==> src/rtl/gpio_edge_pkg.sv <==
package gpio_edge_pkg;

  // Register offsets; the software map depends on these values.
  typedef enum logic [7:0] {
    OFS_IN      = 8'h00,
    OFS_OE      = 8'h04,
    OFS_PEND    = 8'h0C,
    OFS_OUT_SET = 8'h14,
    OFS_OUT_CLR = 8'h18,
    OFS_OE_SET  = 8'h1C,
    OFS_OE_CLR  = 8'h20,
    OFS_RISE_EN = 8'h28,
    OFS_FALL_EN = 8'h2C
  } reg_ofs_e;

  // One-cycle write strobes decoded from the register port.
  typedef struct packed {
    logic out_set;
    logic out_clr;
    logic oe_set;
    logic oe_clr;
    logic rise_wr;
    logic fall_wr;
    logic pend_clr;
  } wr_strobe_t;

endpackage

==> src/rtl/gpio_in_sync.sv <==
// Multi-stage synchroniser followed by a one-cycle edge detector.
module gpio_in_sync #(
  parameter int unsigned WIDTH  = 32,
  parameter int unsigned STAGES = 2
) (
  input  logic             clk,
  input  logic             rst_n,
  input  logic [WIDTH-1:0] din,
  output logic [WIDTH-1:0] sync_q,
  output logic [WIDTH-1:0] rise,
  output logic [WIDTH-1:0] fall
);
  localparam int unsigned LAST = STAGES - 1;

  logic [WIDTH-1:0] stage_q [STAGES];
  logic [WIDTH-1:0] prev_q;

  generate
    for (genvar s = 0; s < STAGES; s++) begin : g_stage
      if (s == 0) begin : g_first
        always_ff @(posedge clk or negedge rst_n) begin
          if (!rst_n) stage_q[s] <= '0;
          else        stage_q[s] <= din;
        end
      end else begin : g_next
        always_ff @(posedge clk or negedge rst_n) begin
          if (!rst_n) stage_q[s] <= '0;
          else        stage_q[s] <= stage_q[s-1];
        end
      end
    end
  endgenerate

  always_ff @(posedge clk or negedge rst_n) begin
    if (!rst_n) prev_q <= '0;
    else        prev_q <= stage_q[LAST];
  end

  assign sync_q = stage_q[LAST];
  assign rise   = stage_q[LAST] & ~prev_q;
  assign fall   = ~stage_q[LAST] & prev_q;
endmodule

==> src/rtl/gpio_set_clr_reg.sv <==
// Bit vector changed only through set-mask and clear-mask strobes.
module gpio_set_clr_reg #(
  parameter int unsigned WIDTH = 32
) (
  input  logic             clk,
  input  logic             rst_n,
  input  logic             set_stb,
  input  logic             clr_stb,
  input  logic [WIDTH-1:0] mask,
  output logic [WIDTH-1:0] q
);
  logic [WIDTH-1:0] q_n;

  always_comb begin
    q_n = q;
    if (set_stb) q_n = q_n | mask;
    if (clr_stb) q_n = q_n & ~mask;
  end

  always_ff @(posedge clk or negedge rst_n) begin
    if (!rst_n) q <= '0;
    else        q <= q_n;
  end
endmodule

==> src/rtl/gpio_irq_ctrl.sv <==
// Edge enable masks, sticky pending bits with write-one-to-clear, interrupt.
module gpio_irq_ctrl #(
  parameter int unsigned WIDTH = 32
) (
  input  logic             clk,
  input  logic             rst_n,
  input  logic             rise_wr,
  input  logic             fall_wr,
  input  logic             pend_clr,
  input  logic [WIDTH-1:0] wdata,
  input  logic [WIDTH-1:0] rise,
  input  logic [WIDTH-1:0] fall,
  output logic [WIDTH-1:0] rise_en,
  output logic [WIDTH-1:0] fall_en,
  output logic [WIDTH-1:0] pend,
  output logic             irq
);
  logic [WIDTH-1:0] hit;
  logic [WIDTH-1:0] ack_mask;
  logic [WIDTH-1:0] pend_n;

  assign hit      = (rise & rise_en) | (fall & fall_en);
  assign ack_mask = pend_clr ? wdata : '0;
  // A fresh hit outranks the acknowledge of the same bit.
  assign pend_n   = (pend & ~ack_mask) | hit;

  always_ff @(posedge clk or negedge rst_n) begin
    if (!rst_n) begin
      rise_en <= '0;
      fall_en <= '0;
      pend    <= '0;
    end else begin
      if (rise_wr) rise_en <= wdata;
      if (fall_wr) fall_en <= wdata;
      pend <= pend_n;
    end
  end

  assign irq = |pend;
endmodule

==> src/rtl/gpio_edge_bank.sv <==
module gpio_edge_bank
  import gpio_edge_pkg::*;
#(
  parameter int unsigned NUM_PINS    = 32,
  parameter int unsigned ADDR_W      = 8,
  parameter int unsigned SYNC_STAGES = 2
) (
  input  logic                clk,
  input  logic                rst_n,
  input  logic [ADDR_W-1:0]   reg_addr,
  input  logic                reg_we,
  input  logic [NUM_PINS-1:0] reg_wdata,
  output logic [NUM_PINS-1:0] reg_rdata,
  input  logic [NUM_PINS-1:0] pin_in,
  output logic [NUM_PINS-1:0] pin_out,
  output logic [NUM_PINS-1:0] pin_oe,
  output logic                irq
);
  localparam int unsigned NUM_VEC = 2;  // level vector and drive-enable vector
  localparam int unsigned VEC_OUT = 0;
  localparam int unsigned VEC_OE  = 1;

  function automatic logic at(input logic [ADDR_W-1:0] a, input reg_ofs_e o);
    return a == ADDR_W'(o);
  endfunction

  wr_strobe_t       stb;
  logic [NUM_PINS-1:0] sync_in, rise, fall;
  logic [NUM_PINS-1:0] rise_en, fall_en, pend;
  logic [NUM_PINS-1:0] vec_q   [NUM_VEC];
  logic                vec_set [NUM_VEC];
  logic                vec_clr [NUM_VEC];

  always_comb begin
    stb          = '0;
    stb.out_set  = reg_we && at(reg_addr, OFS_OUT_SET);
    stb.out_clr  = reg_we && at(reg_addr, OFS_OUT_CLR);
    stb.oe_set   = reg_we && at(reg_addr, OFS_OE_SET);
    stb.oe_clr   = reg_we && at(reg_addr, OFS_OE_CLR);
    stb.rise_wr  = reg_we && at(reg_addr, OFS_RISE_EN);
    stb.fall_wr  = reg_we && at(reg_addr, OFS_FALL_EN);
    stb.pend_clr = reg_we && at(reg_addr, OFS_PEND);
  end

  assign vec_set[VEC_OUT] = stb.out_set;
  assign vec_clr[VEC_OUT] = stb.out_clr;
  assign vec_set[VEC_OE]  = stb.oe_set;
  assign vec_clr[VEC_OE]  = stb.oe_clr;

  generate
    for (genvar v = 0; v < NUM_VEC; v++) begin : g_vec
      gpio_set_clr_reg #(.WIDTH(NUM_PINS)) u_vec (
        .clk     (clk),
        .rst_n   (rst_n),
        .set_stb (vec_set[v]),
        .clr_stb (vec_clr[v]),
        .mask    (reg_wdata),
        .q       (vec_q[v])
      );
    end
  endgenerate

  assign pin_out = vec_q[VEC_OUT];
  assign pin_oe  = vec_q[VEC_OE];

  gpio_in_sync #(.WIDTH(NUM_PINS), .STAGES(SYNC_STAGES)) u_sync (
    .clk    (clk),
    .rst_n  (rst_n),
    .din    (pin_in),
    .sync_q (sync_in),
    .rise   (rise),
    .fall   (fall)
  );

  gpio_irq_ctrl #(.WIDTH(NUM_PINS)) u_irq (
    .clk      (clk),
    .rst_n    (rst_n),
    .rise_wr  (stb.rise_wr),
    .fall_wr  (stb.fall_wr),
    .pend_clr (stb.pend_clr),
    .wdata    (reg_wdata),
    .rise     (rise),
    .fall     (fall),
    .rise_en  (rise_en),
    .fall_en  (fall_en),
    .pend     (pend),
    .irq      (irq)
  );

  always_comb begin
    reg_rdata = '0;
    if (at(reg_addr, OFS_IN))      reg_rdata = sync_in;
    if (at(reg_addr, OFS_OE))      reg_rdata = pin_oe;
    if (at(reg_addr, OFS_PEND))    reg_rdata = pend;
    if (at(reg_addr, OFS_RISE_EN)) reg_rdata = rise_en;
    if (at(reg_addr, OFS_FALL_EN)) reg_rdata = fall_en;
  end
endmodule

==> config.mk <==
export PLATFORM = sky130hd
export DESIGN_NAME = gpio_edge_bank
export DESIGN_NICKNAME = d
export VERILOG_FILES = /design/src/rtl/gpio_edge_pkg.sv /design/src/rtl/gpio_in_sync.sv /design/src/rtl/gpio_set_clr_reg.sv /design/src/rtl/gpio_irq_ctrl.sv /design/src/rtl/gpio_edge_bank.sv
export SDC_FILE = /design/constraint.sdc
export NUM_CORES = 1
export LEC_CHECK = 0
export BUFFER_PORTS_ARGS = -buffer_cell sky130_fd_sc_hd__buf_2
export CORE_AREA = 2 2 159 122
export CTS_BUF_LIST = sky130_fd_sc_hd__clkbuf_4 sky130_fd_sc_hd__clkbuf_8
export DETAILED_ROUTE_END_ITERATION = 8
export DIE_AREA = 0 0 161 124
export PLACE_DENSITY = 0.8
export SLEW_MARGIN = 20
export SYNTH_ARGS = -nofsm -noshare
export SYNTH_HDL_FRONTEND = slang
export SYNTH_SLANG_ARGS = --single-unit
==> constraint.sdc <==
create_clock -name clk -period 3.4 [get_ports clk]
set_input_delay 0.68 -clock clk [delete_from_list [all_inputs] [get_ports clk]]
set_output_delay 0.68 -clock clk [all_outputs]
set_load 0.02 [all_outputs]
==> Word-level counts from Yosys, hierarchy flattened <==
Index checks and enable logic that the tools add are counted.
{ "op_classes": {"n_addsub": 0, "n_mul": 0, "div": 0, "n_lt_le_gt_ge": 0, "eq_ne": 8, "n_shift": 0, "muxes": 10, "n_bitwise": 15, "n_reduce_logical": 9} }
{ "ops": {"columns": ["op", "count"], "rows": [
  ["2-to-1 mux 32 bit", 10],
  ["bitwise AND 32 bit", 7],
  ["inverter 32 bit", 4],
  ["OR 32 bit", 4],
  ["OR reduction 32 bit", 1],
  ["== test 8 x 5 -> 1 bit (second input constant)", 3],
  ["== test 8 x 6 -> 1 bit (second input constant)", 3],
  ["== test 8 x 3 -> 1 bit (second input constant)", 1],
  ["== test 8 x 4 -> 1 bit (second input constant)", 1],
  ["logical NOT 8 bit", 1],
  ["logical AND 1 bit", 7]
]} }
{ "word_totals": {"reg_bits": 256, "latch_bits": 0, "ramBits": 0, "mem_bits_ro": 0, "inputBits": 75, "out_inout_bits": 97, "wordCells": 50, "mem_count": 0} }

==> Logic depth before layout (Yosys ltp) <==
{ "logic_depth": {"depth_word": 6, "mapped_depth": 6, "mapped_depth_nobuf": 4} }

==> Cells and area by module <==
Synthesis repeated with hierarchy kept, for this count alone.
{ "unflattened": {"cells_unflattened": 920, "hier_area_um2": 11030.6} }
{ "modules_own_cells": {"columns": ["mod", "n_inst", "cells_each", "area_per_inst_um2", "seq_area_each_um2"], "rows": [
  ["gpio_irq_ctrl", 1, 278, 3863.7, 2402.3],
  ["gpio_in_sync", 1, 192, 3203.1, 2402.3],
  ["gpio_set_clr_reg", 2, 102, 1169.9, 800.8],
  ["gpio_edge_bank", 1, 246, 1624.1, 0.0]
]} }

==> Worst setup path after synthesis <==
OpenSTA, ideal clock, no wires.
{ "synth_path": {"kind": "in2out", "from": "in reg_addr[5]", "to": "out reg_rdata[11]", "t_arrival_ns": 2.204, "t_required_ns": 2.720, "path_slack_ns": 0.516, "cell_stages": 5, "path_buffers": 1, "path_cell_list": "or4_4 > or2_4 > buf_6 > o22a_1 > o2bb2ai_1"} }
{ "synth_via": {"elab_chain_cells": 6, "word_cells_on_any_way": 10, "cone_classes": "eq/ne: 4; mux: 5; reduce/logical: 1"} }
{ "synth_rtl": {"columns": ["item", "line_no", "rtl"], "rows": [
  ["from (decl)", "gpio_edge_bank.sv:10", "input logic [ADDR_W-1:0] reg_addr,"],
  ["logical NOT 8 bit", "gpio_edge_bank.sv:24", "return a == ADDR_W'(o);"],
  ["2-to-1 mux 32 bit", "gpio_edge_bank.sv:92", "if (at(reg_addr, OFS_IN)) reg_rdata = sync_in;"],
  ["2-to-1 mux 32 bit", "gpio_edge_bank.sv:93", "if (at(reg_addr, OFS_OE)) reg_rdata = pin_oe;"],
  ["2-to-1 mux 32 bit", "gpio_edge_bank.sv:94", "if (at(reg_addr, OFS_PEND)) reg_rdata = pend;"],
  ["2-to-1 mux 32 bit", "gpio_edge_bank.sv:95", "if (at(reg_addr, OFS_RISE_EN)) reg_rdata = rise_en;"],
  ["2-to-1 mux 32 bit *", "gpio_edge_bank.sv:96", "if (at(reg_addr, OFS_FALL_EN)) reg_rdata = fall_en;"],
  ["to (decl)", "gpio_edge_bank.sv:13", "output logic [NUM_PINS-1:0] reg_rdata,"]
]} }
Every way passes the cells marked *; elsewhere a longest branch is shown, timed or not.

==> Worst setup path in the final report <==
{ "layout_path": {"from": "in reg_addr[5]", "to": "out reg_rdata[19]"} }
The elaborated chain is that of the path after synthesis.

==> run summary <==
Status -> finished, final reports clean
Synth Register Bits -> 256
# rows -> 43
GRT Total Usage -> 27.8%
Power Dens Cells -> 546 nW/um^2
CP max stage cell -> or4_4
Syn nets -> 926
CP Capture Type -> output port
Number of distinct library cells after synthesis -> 37
Post-CTS Setup Bufs -> 0
Final HPWL DP -> 18100 um
Placed cells -> 1261
DRT Wirelength -> 27200 um
Crit path cell chain -> buf_2 -> or4_4 -> or2_4 -> o22a_1 -> o2bb2ai_1 -> buf_2
Layout area overhead -> 20.3%
H-tree levels -> 2
Arrival @ worst endpoint -> 2.52 ns
Vias per inst -> 5.94
Largest net degree at the start of global routing -> 88
Synth Cell Area -> 10400 um^2
Finish-stage setup viols -> 0
Footprint of the multi-input gates -> 3760 um^2
Non-filler cells, final -> 1326
Drt first pass iters -> 6
Die Span Y -> 124 um
Max Root-Sink Buffers -> 3
Root buffer cell -> clkbuf_8
Most used cell, CP -> buf_2
Dominant cell type by area after synthesis -> dfrtp_1
Worst relative slew slack -> 49.2%
Max VDD drop -> 298 uV
Initial antenna violation count -> 1
Worst slew pin tran -> 0.756 ns
First-pass GRT wire length -> 42300 um
Setup CP Type -> in2out
Area share of the largest cell type after synthesis -> 61.7%
Syn. warnings -> 0
Crit path from -> reg_addr[5]
CP bufs+invs -> 2
CP startpoint kind -> input port
CP max FO -> 22
Commonest non-fill, non-tap cell in the layout -> dfrtp_1
Pins Over Slew Limit -> 0
Sink Count -> 256
Sum Neg Setup Slack -> 0 ns
R2R Path End -> u_irq.pend[21]$_DFF_PN0_
Die area -> 20000 um^2
Vias -> 7880
# IOs -> 172
Total grt overflow -> 0
ANT nets after route -> 0
Ranking of synthesized cells by area -> dfrtp_1 62%, a21oi_1 8.3%, mux2_2 3.4%
Slowest stage delay, CP -> 0.56 ns
Layout cells sized above 1 -> 30.1%
Average wire per standard cell -> 20.5 um
Most frequent cells in the layout -> 256 x dfrtp_1, 172 x a21oi_1, 170 x buf_2
CORE AREA -> 18300 um^2
Leakage power -> 6.17 nW
Worst EP required -> 2.72 ns
Tcrit/Tclk final -> 94.2%
Final #Nets -> 1130
Worst Hold Class -> in2async
RSZ-0062 raised after global routing -> false
Port Buffer Count -> 171
# DRC -> 0
Final Skew -> 0.00798 ns
Max cap viols -> 0
Register-to-Register Path Depth -> 3
Register area -> 6410 um^2
Post-CTS sizing -> 0
Final Hold Viols -> 0
Die W -> 161 um
Tmin final -> 3.20 ns
Crit path depth -> 6
Post-synth EDFFs -> 0
Iteration-0 DRC Markers -> 641
Clock slew seen by the registers of the worst setup and hold paths -> 0.06 ns
Vias in the first global route -> 7574
Average size of a mapped cell -> 12.2 um^2
CTS buffer count -> 39
Clk_lat worst skew -> 0.52 ns
Post-synth top flop -> dfrtp_1
Filler cells -> 1382
Reg-to-reg critical path startpoint -> u_sync.sync_q[21]$_DFF_PN0_
Sequential area share after synthesis -> 61.7%
Starting Density -> 56.7%
Antenna cells -> 0
FF-to-FF setup slack -> 2.49 ns
GP Congestion -> 0.839
Crit path to -> reg_rdata[19]
Async set or reset register ratio after synthesis -> 100%
Fmax -> 312 MHz
Cell family with most CP delay -> simple AND/OR/NAND/NOR gates
Hold_buf cts -> 0
Mapped Cells -> 851
TritonCTS clock tree -> done
kinds of logic after synthesis:
family                 count (synthesis)  synth area share [%]
AOI/OAI and AO/OA                    310                  18.0
and+or+nand+nor                      141                  7.58
muxes                                 96                  10.1
DFF                                  256                  61.7
buffers and inverters                 48                  2.52
report_power, final:
part	internal, mW	total [mW]	switching (mW)
logic	0.281	0.626	0.345
registers	3.33	3.58	0.251
clock network	1.46	2.60	1.14
area by class of cell:
type / count / area share, %
Tap cell: 247 / 2.48
Multi-Input combinational cell: 547 / 30.2
Timing Repair Buffer: 209 / 9.62
Inverter: 2 / 0.0601
Clock buffer: 60 / 5.96
Clock inverter: 5 / 0.401
Sequential cell: 256 / 51.3
per-layer routing:
metal | vias up | GRT usage, % | wire length, um
li1 | 3526 | - | -
met1 | 3930 | 40.6 | 12200
met2 | 375 | 42.0 | 12200
met3 | 47 | 6.93 | 2260
met4 | 2 | 7.70 | 510
met5 | - | 0 | 16
how the worst min path moves through the flow:
stage | start | to | slack [ns]
floorplan | u_sync.stage_q[32]$_DFF_PN0_ | u_sync.sync_q[0]$_DFF_PN0_ | 0.33
global placement | u_sync.stage_q[51]$_DFF_PN0_ | u_sync.sync_q[19]$_DFF_PN0_ | 0.33
detailed placement | u_sync.stage_q[46]$_DFF_PN0_ | u_sync.sync_q[14]$_DFF_PN0_ | 0.33
CTS | rst_n | async pin | 0.16
global route | rst_n | async pin | 0.18
finish | rst_n | async pin | 0.14
per-stage QoR:
stage | util (%) | total power [mW] | area [um^2] | setup WS (ns) | hold slack [ns]
after global routing | 68.2 | 7.11 | 12500 | 0.167 | 0.177
after detailed placement | 63.9 | 4.25 | 11700 | 0.216 | 0.335
after floorplan | - | 3.90 | 10400 | 0.516 | 0.331
final | 68.2 | 6.81 | 12500 | 0.196 | 0.143
after global placement | 63.9 | 4.22 | 11700 | 0.259 | 0.331
after CTS | 68.2 | 6.85 | 12500 | 0.211 | 0.161
synth_stat cells, drive strengths merged, types with 2 or more instances:
| cell | n |
|---|---|
| nor2 | 12 |
| or2 | 2 |
| a2bb2oi | 10 |
| dfrtp | 256 |
| o21ai | 32 |
| o22ai | 10 |
| nand4 | 3 |
| clkbuf | 20 |
| buf | 26 |
| nor2b | 2 |
| o22a | 22 |
| mux2 | 64 |
| nor3 | 2 |
| a21o | 32 |
| inv | 2 |
| or3 | 3 |
| nand3b | 32 |
| nand2 | 67 |
| mux2i | 32 |
| a21oi | 172 |
| nor4 | 12 |
| o21a | 10 |
| o2bb2ai | 22 |
Note: power is estimated with default switching activity, not from simulation.
